$ cat config.mk
export PLATFORM = sky130hd
export DESIGN_NAME = dice_roller
export DESIGN_NICKNAME = d
export VERILOG_FILES = /design/src/rtl/dice_pkg.sv /design/src/rtl/roll_timer.sv /design/src/rtl/dice_counter.sv /design/src/rtl/seg_driver.sv /design/src/rtl/dice_roller.sv
export SDC_FILE = /design/constraint.sdc
export NUM_CORES = 1
export LEC_CHECK = 0
export BUFFER_PORTS_ARGS = -buffer_cell sky130_fd_sc_hd__buf_2
export CORE_AREA = 4 4 52 54
export DETAILED_ROUTE_END_ITERATION = 6
export DIE_AREA = 0 0 56 58
export HOLD_SLACK_MARGIN = 0.06
export PLACE_DENSITY = 0.69
export SYNTH_ARGS = -nofsm -noshare
export SYNTH_HDL_FRONTEND = slang
export SYNTH_SLANG_ARGS = --single-unit
$ cat constraint.sdc
create_clock -name clk -period 3.03 [get_ports clk]
set_input_delay 0.1515 -clock clk [delete_from_list [all_inputs] [get_ports clk]]
set_output_delay 0.1515 -clock clk [all_outputs]
set_load 0.05 [all_outputs]
$ cat src/rtl/dice_pkg.sv
package dice_pkg;

  localparam int SEG_W    = 7;
  localparam int SEG_B    = 1;
  localparam int DIGIT_HI = 9;

  typedef logic [SEG_W-1:0] seg_t;

  // Decimal digit to segment pattern, bit 0 = a .. bit 6 = g, high = lit.
  function automatic seg_t digit_to_seg(input logic [3:0] d);
    seg_t s;
    case (d)
      4'd0:    s = 7'h3F;
      4'd1:    s = 7'h06;
      4'd2:    s = 7'h5B;
      4'd3:    s = 7'h4F;
      4'd4:    s = 7'h66;
      4'd5:    s = 7'h6D;
      4'd6:    s = 7'h7D;
      4'd7:    s = 7'h07;
      4'd8:    s = 7'h7F;
      4'd9:    s = 7'h6F;
      default: s = 7'h00;
    endcase
    return s;
  endfunction

endpackage

$ cat src/rtl/roll_timer.sv
module roll_timer #(
  parameter int HOLD_TICKS = 16,
  localparam int HOLD_W = $clog2(HOLD_TICKS + 1)
) (
  input  logic clk,
  input  logic rst,
  input  logic roll_btn,
  input  logic tick_en,
  output logic run_active,
  output logic run_end
);

  logic [HOLD_W-1:0] hold_q;
  logic              active_d1;

  assign run_active = roll_btn || (hold_q != '0);

  // Post-release hold-off, reloaded on every cycle the button is held.
  always_ff @(posedge clk) begin
    if (rst) begin
      hold_q <= '0;
    end else if (roll_btn) begin
      hold_q <= HOLD_W'(HOLD_TICKS);
    end else if (tick_en && (hold_q != '0)) begin
      hold_q <= hold_q - HOLD_W'(1);
    end
  end

  // Falling edge of the run gives a registered one-clock pulse.
  always_ff @(posedge clk) begin
    if (rst) begin
      active_d1 <= 1'b0;
      run_end   <= 1'b0;
    end else begin
      active_d1 <= run_active;
      run_end   <= active_d1 && !run_active;
    end
  end

endmodule

$ cat src/rtl/dice_counter.sv
module dice_counter
  import dice_pkg::*;
#(
  parameter int CNT_W = 4
) (
  input  logic             clk,
  input  logic             rst,
  input  logic             advance,
  output logic [CNT_W-1:0] count_q,
  output logic [CNT_W-1:0] count_nxt
);

  logic [CNT_W-1:0] inc;
  seg_t             inc_seg;
  seg_t             nxt_seg;
  logic             b_prev_q;
  logic             b_rise;

  always_comb begin
    inc     = count_q + CNT_W'(1);
    inc_seg = digit_to_seg(4'(inc));
    // Segment b going from dark to lit marks entry into seven.
    b_rise  = advance && !b_prev_q && inc_seg[SEG_B];
    if (!advance) begin
      count_nxt = count_q;
    end else if (b_rise || (int'(inc) > DIGIT_HI)) begin
      count_nxt = '0;
    end else begin
      count_nxt = inc;
    end
    nxt_seg = digit_to_seg(4'(count_nxt));
  end

  always_ff @(posedge clk) begin
    if (rst) begin
      count_q  <= '0;
      b_prev_q <= 1'b1;
    end else begin
      count_q  <= count_nxt;
      b_prev_q <= nxt_seg[SEG_B];
    end
  end

endmodule

$ cat src/rtl/seg_driver.sv
module seg_driver
  import dice_pkg::*;
#(
  parameter int CNT_W = 4
) (
  input  logic             clk,
  input  logic             rst,
  input  logic [CNT_W-1:0] digit_nxt,
  output seg_t             seg_q
);

  seg_t pattern;
  seg_t rst_pattern;

  assign pattern     = digit_to_seg(4'(digit_nxt));
  assign rst_pattern = digit_to_seg(4'd0);

  for (genvar i = 0; i < SEG_W; i++) begin : g_seg
    always_ff @(posedge clk) begin
      if (rst) seg_q[i] <= rst_pattern[i];
      else     seg_q[i] <= pattern[i];
    end
  end

endmodule

$ cat src/rtl/dice_roller.sv
module dice_roller
  import dice_pkg::*;
#(
  parameter int HOLD_TICKS = 16,
  parameter int CNT_W      = 4
) (
  input  logic             clk,
  input  logic             rst,
  input  logic             roll_btn,
  input  logic             tick_en,
  output logic [6:0]       seg,
  output logic [CNT_W-1:0] count,
  output logic             roll_done
);

  logic             run_active;
  logic             advance;
  logic [CNT_W-1:0] count_nxt;

  roll_timer #(.HOLD_TICKS(HOLD_TICKS)) u_timer (
    .clk        (clk),
    .rst        (rst),
    .roll_btn   (roll_btn),
    .tick_en    (tick_en),
    .run_active (run_active),
    .run_end    (roll_done)
  );

  assign advance = run_active && tick_en;

  dice_counter #(.CNT_W(CNT_W)) u_cnt (
    .clk       (clk),
    .rst       (rst),
    .advance   (advance),
    .count_q   (count),
    .count_nxt (count_nxt)
  );

  seg_driver #(.CNT_W(CNT_W)) u_seg (
    .clk       (clk),
    .rst       (rst),
    .digit_nxt (count_nxt),
    .seg_q     (seg)
  );

endmodule

==> metrics.csv <==
stage,metric,value,unit
global_routing,vias in the first global route,828,
worst_setup_path,FF-to-FF End,u_cnt.nxt_seg[6]$_SDFF_PP0_,
yosys,complex-gate fraction of the synthesized area,25.0,%
min_path,min-delay worst type,input port to register,
sta,Tmin final,2.83,ns
die,die area,3250,um2
finish,post-route cell area,1230,um2
yosys,cell taking the most area after synthesis,dfxtp_1,
sta,Least-Margin Pin Slew,0.580,ns
sta,Final WS setup,0.197,ns
sta,post-route setup TNS,0,ns
global_routing,first-pass GRT wire length,3710,um
yosys,"Seq/Total Area, Yosys",33.3,%
worst_setup_path,Crit Reg-Reg Startpoint,u_cnt.count_q[1]$_SDFF_PP0_,
finish,share of layout cells above drive strength 1,26.9,%
yosys,simple-gate share of the synthesized area,15.5,%
die,Site Rows,17,
drt,vias,868,
yosys,Yosys reg bits,18,
sta,crit share post-route,93.5,%
placement,Placed Cells,154,
yosys,Post-Syn Instances,115,
finish,n_diodes,0,
worst_setup_path,WP data required,3.26,ns
worst_setup_path,Crit. Startpoint,u_cnt.count_q[1]$_SDFF_PP0_,
cts,CTS tree,yes,
flow_run,max-cap violations,0,
sta,Worst Skew,0.00523,ns
power,Peak VDD IR,0.221,mV
power,pwr dens,500,nW/um2
die,die width,56,um
worst_setup_path,Setup crit end,u_cnt.nxt_seg[6]$_SDFF_PP0_,
yosys,Post-synth EDFFs,0,
placement,RD Place Congestion,0.784,
drt,DR pass1 iterations,4,
sta,Fin. Hold Viols,0,
drt,DR WL/cell,14.0,um
sta,max_slew headroom,61.1,%
sta,RSZ-0062 raised after global routing,false,
yosys,"FFs w/ async S/R, synth",0,%
cts,CTS buffer count,3,
finish,Register Area,363,um2
worst_setup_path,Crit Path Category,register to register,
drt,via-per-instance ratio,5.49,
yosys,main combinational cell family by area after synthesis,compound AO/OA/AOI/OAI gates,
cts,Worst-path clk slew,0.11,ns
finish,final non-filler cell total,158,
power,LEAKAGE,0.512,nW
cts,worst skew pair latency,0.30,ns
cts,clock tree sinks,18,
drt,drt initial violations,9,
placement,port bufs,15,
placement,Placement Cell Area,1180,um2
yosys,Post-Syn Nets,129,
worst_setup_path,WP depth,11,
placement,Setup WS pre-CTS,0.219,ns
global_routing,largest net degree at the start of global routing,17,
yosys,"Distinct cells, synth",41,
die,Initial Util,48.9,%
worst_setup_path,max incr delay on CP,0.45,ns
drt,"antenna viol nets, final",0,
cts,Root Driver,clkbuf_4,
worst_setup_path,r2r worst-path depth,11,
yosys,cell area after synthesis,1080,um2
sta,Max Clock Freq,353,MHz
finish,"Core Util, Final",55.5,%
yosys,Synth top area share,33.3,%
worst_setup_path,worst-path fanout max,8,
cts,maximum clock path buffer count,2,
global_routing,gr ovfl total,0,
yosys,ys flop type,dfxtp_1,
drt,Routed WL,2210,um
yosys,"Avg Cell Area, Syn",9.41,um2
die,Die H,58,um
yosys,top post-synthesis cells by area,"dfxtp_1 (33%), ha_1 (12%), nor2_1 (4.5%), inv_1 (3.1%), a32oi_2 (3.0%)",
yosys,multiplexer area fraction after synthesis,4.86,%
finish,filler cell count in the final layout,215,
finish,Area growth syn-to-layout,13.5,%
worst_setup_path,family with the most delay on the worst path,compound AO/OA/AOI/OAI gates,
worst_setup_path,Crit-path slowest cell,dfxtp_2,
worst_setup_path,cell repeated most along the worst path,inv_1,
global_routing,initial antenna violation count,0,
sta,worst hold slack,0.166,ns
yosys,Post-Synth Adder-Cell Area,11.6,%
cts,H-tree levels,1,
worst_setup_path,R2R setup slack,0.20,ns
yosys,Syn. warnings,0,
sta,Max Slew Vio Count,0,
worst_setup_path,worst-path cell chain,inv_1 -> ha_1 -> nor2_1 -> o32a_1 -> a221o_4 -> a32oi_4 -> inv_1 -> ha_1 -> inv_1 -> a21oi_1 -> a211oi_2,
die,io pins,16,
drt,# DRC,0,
global_routing,total global-route track usage,14.4,%
worst_setup_path,Worst setup EP type,register,
status,outcome,"finished, final reports clean",
worst_setup_path,WP data arrival,3.06,ns
finish,nets,145,
sta,endpoints failing setup,0,
worst_setup_path,CP Launch Type,register,
die,core area,2210,um2
yosys,XOR/XNOR share of the synthesized area,4.05,%
worst_setup_path,buffers plus inverters on the worst setup path,3,
placement,DPL Wire Length,1610,um
min_path,Worst Hold Path Cells,2,
power,"Power, Total",615,uW
finish,Multi-input gate area,671,um2
==> synth_stat cells (all sizes together), types with 2 or more instances <==
library cell	n
a21oi	3
o211ai	2
o21bai	2
buf	3
nor3	4
nand2b	2
xnor2	3
o21ai	7
a32oi	2
and2	2
inv	9
nand2	4
mux2	2
clkbuf	3
and3	3
a211oi	3
ha	10
nor2	13
mux2i	3
xor2	2
dfxtp	18
a31oi	3
==> worst register-to-register path, stage by stage, from the launching register on <==
cell	delay (ns)
dfxtp_2	0.45
inv_1	0.07
ha_1	0.37
nor2_1	0.07
o32a_1	0.29
a221o_4	0.42
a32oi_4	0.39
inv_1	0.15
ha_1	0.22
inv_1	0.06
a21oi_1	0.07
a211oi_2	0.21
==> layout by cell type (no fill, tap or decap), types with 3 or more instances in the layout <==
cell type / Yosys / final
ha_1: 10 / 10
o21ai_1: 4 / 4
inv_1: 9 / 9
nand2_1: 4 / 4
nor3_1: 4 / 4
buf_2: 2 / 15
clkbuf_4: 0 / 3
dfxtp_1: 18 / 16
mux2i_1: 3 / 3
a31oi_1: 3 / 3
nor2_1: 13 / 13
xnor2_1: 3 / 3
==> what timing repair did <==
| action | 4_1_cts | 5_1_grt |
|---|---|---|
| setup endpoints to repair | 0 | 2 |
| setup buffers | 0 | 0 |
| resized for setup | 0 | 1 |
| hold buffers | 0 | 0 |
==> routing by layer <==
layer	wire, um	GRT usage, %
met1	1020	18.1
met2	1070	23.0
met3	88	3.56
met4	40	7.12
met5	0	0
==> worst min path at each step <==
stage / slack (ns) / endpoint / startpoint
after floorplan: 0.23 / u_timer.run_end$_SDFF_PP0_ / rst
after global placement: 0.45 / u_timer.run_end$_SDFF_PP0_ / u_timer.active_d1$_SDFF_PP0_
after detailed placement: 0.46 / u_timer.run_end$_SDFF_PP0_ / u_timer.active_d1$_SDFF_PP0_
after CTS: 0.16 / u_timer.hold_q[2]$_SDFFE_PP0P_ / roll_btn
after global routing: 0.17 / u_timer.hold_q[3]$_SDFFE_PP0P_ / roll_btn
final: 0.17 / u_timer.hold_q[0]$_SDFFE_PP0P_ / roll_btn
==> final cells by class <==
| class | instances | share of cell area (%) |
|---|---|---|
| Timing Repair Buffer | 17 | 7.33 |
| Sequential cell | 18 | 29.5 |
| Clock buffer | 4 | 2.95 |
| Multi-Input combinational cell | 82 | 54.6 |
| Tap cell | 28 | 2.85 |
| Inverter | 9 | 2.75 |
==> cell families after synthesis <==
logic type | Yosys count
multiplexers | 5
buffers and inverters | 15
AO/OA/AOI/OAI | 30
XOR/XNOR | 5
flip-flops | 18
adder cells (fa/ha/maj) | 10
AND/OR/NAND/NOR | 32
==> power breakdown <==
group / internal, mW / switching [mW]
Clock: 0.0733 / 0.0762
Sequential: 0.257 / 0.0142
Combinational: 0.0687 / 0.125
==> state kept, by name, indices dropped and copies added, names as in the netlist <==
name and count:
u_timer.hold_q 5, u_cnt.b_prev_q 1, u_seg.seg_q 5, u_timer.run_end 1
u_cnt.nxt_seg 1, u_cnt.count_q 4, u_timer.active_d1 1
(Power assumes the default switching activity.)
